File: src/rtl/fmul_pkg.sv
package fmul_pkg;

    localparam int WW     = 32;            // storage word width
    localparam int EW     = 8;             // exponent field width
    localparam int FW     = 23;            // fraction field width
    localparam int SW     = FW + 1;        // significand with hidden bit
    localparam int XW     = 12;            // internal signed exponent width
    localparam int RW     = 32;            // rounding field width
    localparam int GB     = 7;             // guard bits below the kept LSB
    localparam int BIAS   = (1 << (EW - 1)) - 1;
    localparam int EXP_MAX = (1 << EW) - 1;
    localparam int OVF_EXP = EXP_MAX - 2;
    localparam int PLACE  = 2 * RW - 1 - 2 * SW;   // left offset of raw product
    localparam int LZ_W   = $clog2(FW + 2);

    typedef enum logic {
        RND_NEAR = 1'b0,
        RND_ZERO = 1'b1
    } rnd_e;

    typedef struct packed {
        logic                 sign;
        logic                 is_zero;
        logic                 is_inf;
        logic signed [XW-1:0] exp;
        logic [SW-1:0]        sig;
    } opnd_t;

    typedef struct packed {
        logic                 sign;
        logic                 zero;
        rnd_e                 mode;
        logic signed [XW-1:0] exp;
        logic [RW-1:0]        sig;
    } mid_t;

    typedef struct packed {
        logic [WW-1:0] word;
        logic          ovf;
        logic          unf;
        logic          inx;
    } res_t;

    // number of zero bits above the most significant one of a fraction
    function automatic logic [LZ_W-1:0] lead_zeros(input logic [FW-1:0] f);
        logic [LZ_W-1:0] n;
        logic            seen;
        n    = '0;
        seen = 1'b0;
        for (int i = FW - 1; i >= 0; i--) begin
            if (f[i])
                seen = 1'b1;
            else if (!seen)
                n = n + 1'b1;
        end
        return n;
    endfunction

    // right shift that ORs every dropped bit into bit 0
    function automatic logic [RW-1:0] shr_sticky(input logic [RW-1:0] a,
                                                 input logic [XW-1:0] cnt);
        logic [RW-1:0] mask;
        if (cnt == '0)
            return a;
        if (cnt < XW'(RW)) begin
            mask = (RW'(1) << cnt) - RW'(1);
            return (a >> cnt) | RW'(|(a & mask));
        end
        return RW'(|a);
    endfunction

endpackage

File: src/rtl/fmul_unpack.sv
module fmul_unpack
    import fmul_pkg::*;
(
    input  logic [WW-1:0] word,
    output opnd_t         op
);
    logic [EW-1:0]   efield;
    logic [FW-1:0]   frac;
    logic [LZ_W-1:0] lsh;

    assign efield = word[WW-2 -: EW];
    assign frac   = word[FW-1:0];

    always_comb begin
        op.sign    = word[WW-1];
        op.is_zero = (efield == '0) && (frac == '0);
        op.is_inf  = (efield == '1) && (frac == '0);
        lsh        = lead_zeros(frac) + 1'b1;
        if (efield == '0) begin
            op.sig = {1'b0, frac} << lsh;
            op.exp = XW'(1) - XW'(lsh);
        end else begin
            op.sig = {1'b1, frac};
            op.exp = XW'(efield);
        end
    end
endmodule

File: src/rtl/fmul_core.sv
module fmul_core
    import fmul_pkg::*;
(
    input  opnd_t a,
    input  opnd_t b,
    input  rnd_e  mode,
    output mid_t  m
);
    logic [2*SW-1:0]      raw;
    logic [2*RW-1:0]      wide;
    logic [RW-1:0]        folded;
    logic signed [XW-1:0] esum;

    assign raw    = a.sig * b.sig;
    assign wide   = (2*RW)'(raw) << PLACE;
    assign folded = {wide[2*RW-1:RW+1], wide[RW] | (|wide[RW-1:0])};
    assign esum   = a.exp + b.exp - XW'(BIAS);

    always_comb begin
        m.sign = a.sign ^ b.sign;
        m.mode = mode;
        m.zero = a.is_zero || b.is_zero;
        if (a.is_inf || b.is_inf) begin
            m.exp = XW'(EXP_MAX);
            m.sig = '0;
        end else if (!folded[RW-2]) begin
            m.exp = esum - XW'(1);
            m.sig = folded << 1;
        end else begin
            m.exp = esum;
            m.sig = folded;
        end
    end
endmodule

File: src/rtl/fmul_round.sv
module fmul_round
    import fmul_pkg::*;
(
    input  mid_t m,
    output res_t r
);
    localparam logic signed [XW-1:0] OVF_E = XW'(OVF_EXP);
    localparam logic [RW-1:0]        HALF  = RW'(1) << (GB - 1);

    logic                 near;
    logic [RW-1:0]        inc;
    logic [RW-1:0]        probe;
    logic                 ovf_hit;
    logic                 tiny;
    logic [RW-1:0]        sig_w;
    logic signed [XW-1:0] e_w;
    logic [XW-1:0]        neg_e;
    logic [GB-1:0]        rbits;
    logic [RW:0]          rsum;
    logic [RW-GB:0]       frac_r;
    logic [WW-1:0]        packed_w;

    always_comb begin
        near    = (m.mode == RND_NEAR);
        inc     = near ? HALF : '0;
        probe   = m.sig + inc;
        ovf_hit = (m.exp > OVF_E) || ((m.exp == OVF_E) && probe[RW-1]);
        tiny    = 1'b0;
        sig_w   = m.sig;
        e_w     = m.exp;
        neg_e   = -m.exp;
        if (m.exp < 0) begin
            tiny  = (m.exp < -1) || !probe[RW-1];
            sig_w = shr_sticky(m.sig, neg_e);
            e_w   = '0;
        end
        rbits  = sig_w[GB-1:0];
        rsum   = {1'b0, sig_w} + {1'b0, inc};
        frac_r = rsum[RW:GB];
        if (near && (rbits == HALF[GB-1:0]))
            frac_r[0] = 1'b0;
        if (frac_r == '0)
            e_w = '0;
        packed_w = {m.sign, {(WW-1){1'b0}}} + (WW'(e_w[EW-1:0]) << FW) + WW'(frac_r);

        if (m.zero) begin
            r.word = {m.sign, {(WW-1){1'b0}}};
            r.ovf  = 1'b0;
            r.unf  = 1'b0;
            r.inx  = 1'b0;
        end else if (ovf_hit) begin
            r.word = {m.sign, {EW{1'b1}}, {FW{1'b0}}} - WW'(!near);
            r.ovf  = 1'b1;
            r.unf  = 1'b0;
            r.inx  = 1'b1;
        end else begin
            r.word = packed_w;
            r.ovf  = 1'b0;
            r.inx  = (rbits != '0);
            r.unf  = tiny && (rbits != '0);
        end
    end
endmodule

File: src/rtl/fmul_sp.sv
module fmul_sp
    import fmul_pkg::*;
#(
    parameter bit PIPELINED = 1'b1
) (
    input  logic          clk,
    input  logic          rst,
    input  logic          in_valid,
    input  logic [WW-1:0] op_a,
    input  logic [WW-1:0] op_b,
    input  logic          rnd_mode,
    output logic          out_valid,
    output logic [WW-1:0] result,
    output logic          flag_ovf,
    output logic          flag_unf,
    output logic          flag_inx
);
    opnd_t ua, ub;
    mid_t  mid_d, mid_use;
    res_t  res_d, res_o;

    fmul_unpack u_ua (.word(op_a), .op(ua));
    fmul_unpack u_ub (.word(op_b), .op(ub));

    fmul_core u_core (
        .a    (ua),
        .b    (ub),
        .mode (rnd_e'(rnd_mode)),
        .m    (mid_d)
    );

    fmul_round u_rnd (.m(mid_use), .r(res_d));

    generate
        if (PIPELINED) begin : g_pipe
            mid_t mid_q;
            logic v_q;
            res_t res_q;
            logic ov_q;

            always_ff @(posedge clk) begin
                if (rst) begin
                    v_q   <= 1'b0;
                    mid_q <= '0;
                end else begin
                    v_q <= in_valid;
                    if (in_valid)
                        mid_q <= mid_d;
                end
            end

            always_ff @(posedge clk) begin
                if (rst) begin
                    ov_q  <= 1'b0;
                    res_q <= '0;
                end else begin
                    ov_q <= v_q;
                    if (v_q)
                        res_q <= res_d;
                end
            end

            assign mid_use   = mid_q;
            assign res_o     = res_q;
            assign out_valid = ov_q;


            sign_xor_chk: assert property (@(posedge clk) disable iff (rst)
                out_valid |-> result[WW-1] == $past(op_a[WW-1] ^ op_b[WW-1], 2));

            zero_first_chk: assert property (@(posedge clk) disable iff (rst)
                out_valid && $past((op_a[WW-2:0] == '0) || (op_b[WW-2:0] == '0), 2)
                |-> (result[WW-2:0] == '0) && !flag_ovf && !flag_unf && !flag_inx);

            inf_operand_chk: assert property (@(posedge clk) disable iff (rst)
                out_valid && $past((op_a[WW-2:0] != '0) && (op_b[WW-2:0] != '0) &&
                    ((op_a[WW-2:0] == 31'h7F800000) || (op_b[WW-2:0] == 31'h7F800000)), 2)
                |-> flag_ovf && flag_inx && !flag_unf &&
                    (result[WW-2:0] == ($past(rnd_mode, 2) ? 31'h7F7FFFFF : 31'h7F800000)));

            latency_fwd_chk: assert property (@(posedge clk) disable iff (rst)
                $past(in_valid, 2) && !$past(rst, 1) && !$past(rst, 2) |-> out_valid);

            latency_back_chk: assert property (@(posedge clk) disable iff (rst)
                out_valid |-> $past(in_valid, 2));

            reset_clear_chk: assert property (@(posedge clk) disable iff (rst)
                $past(rst) |-> !out_valid && (result == '0) && !flag_ovf && !flag_unf && !flag_inx);
        end else begin : g_comb
            assign mid_use   = mid_d;
            assign res_o     = res_d;
            assign out_valid = in_valid;
        end
    endgenerate

    assign result   = res_o.word;
    assign flag_ovf = res_o.ovf;
    assign flag_unf = res_o.unf;
    assign flag_inx = res_o.inx;


    unf_has_inx_chk: assert property (@(posedge clk) disable iff (rst)
        out_valid && flag_unf |-> flag_inx && !flag_ovf);

    ovf_has_inx_chk: assert property (@(posedge clk) disable iff (rst)
        out_valid && flag_ovf |-> flag_inx);
endmodule

File: config.mk
export PLATFORM = sky130hd
export DESIGN_NAME = fmul_sp
export DESIGN_NICKNAME = d
export VERILOG_FILES = /design/src/rtl/fmul_pkg.sv /design/src/rtl/fmul_unpack.sv /design/src/rtl/fmul_core.sv /design/src/rtl/fmul_round.sv /design/src/rtl/fmul_sp.sv
export SDC_FILE = /design/constraint.sdc
export NUM_CORES = 2
export LEC_CHECK = 0
export ABC_AREA = 1
export CAP_MARGIN = 40
export CORE_MARGIN = 2
export CORE_UTILIZATION = 60
export DETAILED_ROUTE_END_ITERATION = 6
export DONT_BUFFER_PORTS = 1
export GPL_ROUTABILITY_DRIVEN = 0
export PLACE_DENSITY = 0.76
export SLEW_MARGIN = 30
export SYNTH_ARGS = -nofsm -noshare
export SYNTH_HDL_FRONTEND = slang
export SYNTH_SLANG_ARGS = --single-unit
File: constraint.sdc
create_clock -name clk -period 53.3 [get_ports clk]
set_input_delay 5.33 -clock clk [delete_from_list [all_inputs] [get_ports clk]]
set_output_delay 5.33 -clock clk [all_outputs]
set_load 0.1 [all_outputs]
Yosys cells after proc, flatten, opt, wreduce, memory -nomap -nowiden

Index checks and enable logic that the tools add are counted.

Add/subtract/negate cells: 58
$mul: 1
Magnitude comparators: 4
Equality and inequality tests: 4
Shift-type cells: 4
Mux-type cells: 155
Bitwise gates (word level): 5
Reductions and logical operators: 22

Operator list:

| operator              | count |
|---|---|
| $mux 5                | 88 |
| $add 5x1->5 const B   | 44 |
| $mux 32               | 5 |
| $mux 44               | 2 |
| $mux 36               | 2 |
| $mux 35               | 2 |
| $reduce_or 32->1      | 2 |
| $mux 1                | 53 |
| $mul 24x24->48        | 1 |
| $shl 23x5->24         | 2 |
| $logic_not 23->1      | 2 |
| $add 32x32->33        | 1 |
| $add 32x26->32        | 1 |
| $add 32x31->32        | 1 |
| $add 32x32->32        | 1 |
| $and 32x32->32        | 1 |
| $or 32x1->32          | 1 |
| $shl 1x12->32 const A | 1 |
| $shr 32x12->32        | 1 |
| $sub 32x1->32         | 1 |
| $sub 32x2->32 const B | 1 |
| $logic_not 26->1      | 1 |
| $lt 12x1->1 const B   | 2 |
| $reduce_or 17->1      | 1 |
| 22 further kinds      | 36 |

Flip-flop bits (word level): 84
Bits of input ports: 68
Output and inout port bits: 36
Word-level logic and storage cells: 264

Longest topological paths before layout

Word-level depth: 75
Gate-level depth with buffers: 127
Mapped depth without buffers: 124

By module

Synthesis repeated with hierarchy kept, for this count alone.

Cells, all modules: 6728
Area total of the unflattened synthesis: 40794.1 um2

By module, submodules not included:

| module      | times used | cells each | area an instance (um2) | sequential area each (um2) |
|---|---|---|---|---|
| fmul_core   | 1          | 3189       | 22276.4                | 0.0 |
| fmul_unpack | 2          | 917        | 4669.5                 | 0.0 |
| fmul_round  | 1          | 1179       | 5760.5                 | 0.0 |
| fmul_sp     | 1          | 526        | 3418.3                 | 1681.6 |

Worst setup path before layout

No wires, ideal clock.

Kind: input to register
Start: in op_a[21]
End: reg g_pipe.mid_q[42] (netlist name)
Setup time: 0.132 ns
Arrival: 21.605 ns
Data required time: 53.168 ns
Setup slack: 31.563 ns
Stages on the path: 121
Path buffers: 2
Cell sequence: inv_1 > nor2_1 > a21oi_1 > inv_1 > ha_1 > nand2_1 > a21oi_1 > nand2_1 > nand2_1 > ha_1 > nand3_1 > nand3_1 > nand2_1 > nand2_1 > nand2_1 > ha_1 > nand2_1 > o211ai_1 > [85 not listed] > nand2_1 > nand2_1 > nand2_1 > nand2_1 > nand2_1 > nand2_1 > nand2_1 > a21oi_1 > inv_1 > a31oi_1 > or2_2 > nand2_1 > inv_1 > nor4_1 > nand3_1 > xor2_1 > nand2_1 > a21oi_1

Longest elaborated chain between the ends: 72
Elaborated cells between the ends (all ways): 98
Classes of those cells: add/sub (26); mul (1); shift (1); mux (67); reduce/logical (3)

Ends and longest elaborated chain:

| element              | RTL line          | source |
|---|---|---|
| from (decl)          | fmul_sp.sv:9      | `input logic [WW-1:0] op_a,` |
| $mux 5               | fmul_pkg.sv:51    | `if (f[i])` |
| $add 5x1->5          | fmul_pkg.sv:54    | `n = n + 1'b1;` |
| $mux 5               | fmul_pkg.sv:53    | `else if (!seen)` |
| $mux 5               | fmul_pkg.sv:51    |  |
| $add 5x1->5          | fmul_pkg.sv:54    |  |
| $mux 5               | fmul_pkg.sv:53    |  |
| $mux 5               | fmul_pkg.sv:51    |  |
| $add 5x1->5          | fmul_pkg.sv:54    |  |
| [56 not listed]      | n/a               |  |
| $add 5x1->5          | fmul_unpack.sv:18 | `lsh = lead_zeros(frac) + 1'b1;` |
| $sub 1x5->6          | fmul_unpack.sv:21 | `op.exp = XW'(1) - XW'(lsh);` |
| $mux 36              | fmul_unpack.sv:19 | `if (efield == '0) begin` |
| $add 12x12->12       | fmul_core.sv:17   | `assign esum = a.exp + b.exp - XW'(BIAS);` |
| $sub 12x8->12        | fmul_core.sv:17   |  |
| $sub 12x2->12        | fmul_core.sv:27   | `m.exp = esum - XW'(1);` |
| $mux 44              | fmul_core.sv:26   | `end else if (!folded[RW-2]) begin` |
| $mux 44 *            | fmul_core.sv:23   | `if (a.is_inf \|\| b.is_inf) begin` |
| to (signal assigned) | fmul_sp.sv:48     | `mid_q <= mid_d;` |
| to (decl)            | fmul_sp.sv:36     | `mid_t mid_q;` |

Mark *: on every way between the ends. The rest lies on a longest branch, timed or not.
A chain may end at the register's enable or synchronous reset.

Worst setup path after layout

Start: in op_a[21]
End: reg g_pipe.mid_q[29] (netlist name)

Longest elaborated chain between the ends: 70
Elaborated cells between the ends (all ways): 94
Classes of those cells: add/sub (22); mul (1); shift (1); mux (67); reduce/logical (3)

Ends and longest elaborated chain:

| element         | RTL line          | source |
|---|---|---|
| $mux 5          | fmul_pkg.sv:51    |  |
| $add 5x1->5     | fmul_pkg.sv:54    |  |
| $mux 5          | fmul_pkg.sv:53    |  |
| $mux 5          | fmul_pkg.sv:51    |  |
| $add 5x1->5     | fmul_pkg.sv:54    |  |
| $mux 5          | fmul_pkg.sv:53    |  |
| $mux 5          | fmul_pkg.sv:51    |  |
| $add 5x1->5     | fmul_pkg.sv:54    |  |
| [54 not listed] | n/a               |  |
| $mux 5          | fmul_pkg.sv:53    |  |
| $mux 5          | fmul_pkg.sv:51    |  |
| $add 5x1->5     | fmul_unpack.sv:18 |  |
| $shl 23x5->24   | fmul_unpack.sv:20 | `op.sig = {1'b0, frac} << lsh;` |
| $mux 36         | fmul_unpack.sv:19 |  |
| $mul 24x24->48  | fmul_core.sv:14   | `assign raw = a.sig * b.sig;` |
| $mux 44         | fmul_core.sv:26   |  |
| $mux 44 *       | fmul_core.sv:23   |  |

Marks and branches as above.

==> key figures <==
Status
  • Status: finished, violations left
  • Failing checks: DRC

Global routing
  • Number of global-route vias before repair: between 30,000 and 40,000
  • Total GRT Usage: 0.361
  • GRT overflow: 0
  • Largest net degree at the start of global routing: 66
  • Global-route wire length before repair: between 150,000 and 200,000 um
  • Antenna violations before repair: 1

Logic synthesis
  • Syn avg cell area: 6.65 um2
  • Yosys warnings: 0
  • Top-area cell type share of the netlist area: 0.283
  • Largest family of logic cells by synthesized area: adder cells
  • Post-Synthesis Cells: between 5,000 and 6,000
  • Post-Syn Area: about 34,000 um2
  • Top cells by area, synth: fa_1 28%, nand2_1 14%, inv_1 11%
  • Netlist cell types: 70
  • Register area share after synthesis: 0.0486
  • Synth Area in Simple Gates: 0.285
  • Asr flop ratio synth: 0
  • EDFF count, synth: 0
  • Post-synthesis xor/xnor area fraction: 0.0223
  • Post-synthesis adder-cell area fraction: 0.372
  • Mux cell area share after synthesis: 0.00263
  • Top FF cell, synth: dfxtp_1
  • Mapped Nets: just under 6,000
  • FF+latch count, synth: 83
  • Yosys top cell by area: fa_1
  • Synth Area in Compound Gates: 0.121

Critical path
  • Worst EP arrival: 25.74 ns
  • Worst path most repeated cell: nand2_1
  • Critical Path RT: roughly 54 ns
  • Crit path max fanout: 25
  • Reg2reg end: result[31]
  • Startpoint types: input port
  • Worst stage delay on the critical path: approximately 0.7 ns
  • Crit Path Category: in2reg
  • CP endpoint kind: flip-flop
  • Reg-to-Reg Start: g_pipe.mid_q[32]
  • Worst path slowest cell: clkinv_1
  • FF-to-FF setup slack: around 45 ns
  • Reg2Reg Depth: 47

Clock tree
  • Clk_lat worst skew: between 0.3 and 0.4 ns
  • Hold Buf Count CTS: 0
  • CTS max path bufs: 2
  • Post-CTS sizing: 0
  • Clk sinks: 83
  • CTS Root Cell: clkbuf_16
  • Cts bufs inserted: 9
  • Clock transition at path regs: approximately 0.06 ns
  • Max H-tree Level: 3
  • # Post-CTS Setup Buffers: 0
  • TritonCTS clock tree: built

Routing
  • Metal3 WL: 13,200 um
  • Met2 WL post-DR: 45,900 um
  • Avg WL per Cell: roughly 18 um
  • Remaining DRCs: 6
  • DRT Pass-1 Iters: 7
  • DRT iter0 DRCs: roughly 3,300
  • Max Used Layer: met5
  • Vias per inst: between 5 and 6
  • Met1 wire length: between 40,000 and 50,000 um
  • Final WL: 106,000 um
  • DRT antenna net count: 0
  • Vias: about 34,000

Floorplan
  • Row cnt: between 80 and 90
  • Core area: 56,400 um2
  • Io pins: between 100 and 150
  • Die Area: about 59,000 um2
  • Die Ht: 243 um
  • Die width: between 200 and 250 um
  • Initial cell density of the core: 0.606

Finish
  • Fraction of final layout cells with drive strength greater than 1: 0.0674
  • Synth-to-Final Area Change: 4.00%
  • Nets: roughly 5,900

STA
  • Slew Limit Headroom: 0.296
  • Slew of the pin with the lowest slew margin: around 1.1 ns
  • Fin crit share: 0.477
  • Final hold vios: 0
  • Max Freq: between 0.03 and 0.04 GHz
  • Setup violators final: 0
  • RSZ-0062 raised after global routing: no
  • Slew Limit Fails: 0
  • Skew final: 0.0119 ns
  • TNS Setup: 0 ns
  • Post-layout min period: about 25 ns

Placed design
  • DP Wirelength: just under 90,000 um
  • Buffers added on ports: 0

Min path
  • Worst Hold Launch: g_pipe.mid_q[8]
  • Hold/Removal Path Class: reg2reg
  • Cells on Worst Hold Path: 2
  • Hold path endpoint: g_pipe.mid_q[8]

Flow run
  • Max-cap viol count: 0
[routing by layer]
layer  track usage  vias up
met2         0.568     1947
met4         0.143        2
met5             0        -
li1              -    15691
met3        0.0891      361
met1         0.478    15523
[worst max-delay path: cells and delay by family]
family | cells | cell delay (ns)
fa+ha+maj | 19 | 7.26
simple gates | 50 | 4.90
compound gates | 28 | 4.79
buf+inv | 21 | 3.01
xor+xnor | 2 | 0.36
[state kept, by name (all words and copies together), names as in the netlist]
register and cells:
flag_unf 1, result 32, flag_ovf 1, g_pipe.mid_q 46
g_pipe.v_q 1, flag_inx 1, out_valid 1
[cell type report]
cell class / count / area [um2]
repair buffers: 79 / 981
flip-flops and latches: 83 / 1660
fillers: 5293 / 20800
multi-input cells: 3770 / 27500
clock inverters: 7 / 100
well taps: 756 / 946
diodes: 2 / 5.00
clock buffers: 9 / 225
inverters: 1114 / 4190
[stage by stage]
stage          std cells  worst slack [ns]  utilization  hold WS, ns  cell area, um2
6_report            5820             27.85        0.631        0.479           35600
5_1_grt             5818             25.79        0.631        0.494           35600
2_1_floorplan       5142             31.56            -        0.445           34200
4_1_cts             5815             28.04        0.630        0.480           35500
3_5_place_dp        5799             27.72        0.624        0.471           35200
3_3_place_gp        5759             28.25        0.612        0.461           34500
[cells by family (layout without fill, tap and decap cells)]
family | after synthesis | in the layout
flops | 83 | 83
mux | 9 | 9
buf+inv | 1289 | 1209
simple gates | 2261 | 2261
other cells | 0 | 2
xor+xnor | 87 | 87
compound gates | 687 | 687
fa+ha+maj | 726 | 726
[cell usage in the layout, fill, tap and decap left out, drive strengths merged, types with 10 or more instances in the layout]
cell / n
a31oi: 10
nor3: 47
nor4: 16
o21a: 10
fa: 484
and2: 11
dfxtp: 83
buf: 79
xnor2: 36
o21ai: 272
nand2: 1316
a21oi: 224
or2: 13
o22ai: 58
a22oi: 24
ha: 242
inv: 1105
nand3: 263
clkinv: 14
nor2: 519
xor2: 51
nand4: 62
o211ai: 46
[Yosys cell counts, types with 8 or more instances]
master / instances
nand3b_1: 9
clkbuf_1: 57
o211ai_1: 45
o22ai_1: 50
and2_1: 10
nand3_2: 19
ha_1: 242
buf_1: 8
o21ai_0: 198
buf_2: 77
o21ai_1: 56
xnor2_1: 36
nor2_4: 19
a22oi_2: 11
nand4_1: 61
xor2_1: 51
a21oi_1: 220
nor2_2: 14
inv_1: 1024
clkinv_1: 11
nor4_1: 16
o22ai_2: 8
a31oi_1: 10
a22oi_1: 10
mux2i_1: 9
or2_2: 8
buf_4: 26
fa_1: 484
nor3_1: 45
nand2_1: 1269
o21ai_2: 17
nand3_1: 242
nand2_4: 8
nand2_2: 39
nor2_1: 480
o21a_1: 10
dfxtp_1: 83
inv_2: 77
[worst max path at each step]
stage             start          endpoint  slack (ns)  cells after the start
2_1_floorplan  op_a[21]  g_pipe.mid_q[42]       31.56                    121
3_3_place_gp   op_a[21]  g_pipe.mid_q[29]       28.25                    117
3_5_place_dp   op_a[21]  g_pipe.mid_q[29]       27.72                    117
4_1_cts        op_a[21]  g_pipe.mid_q[29]       28.04                    117
5_1_grt        op_a[21]  g_pipe.mid_q[29]       25.79                    120
6_report       op_a[21]  g_pipe.mid_q[29]       27.85                    120
Power is not shown: default switching activity piles up to over one toggle a cycle in this logic, so the estimate is an artifact.
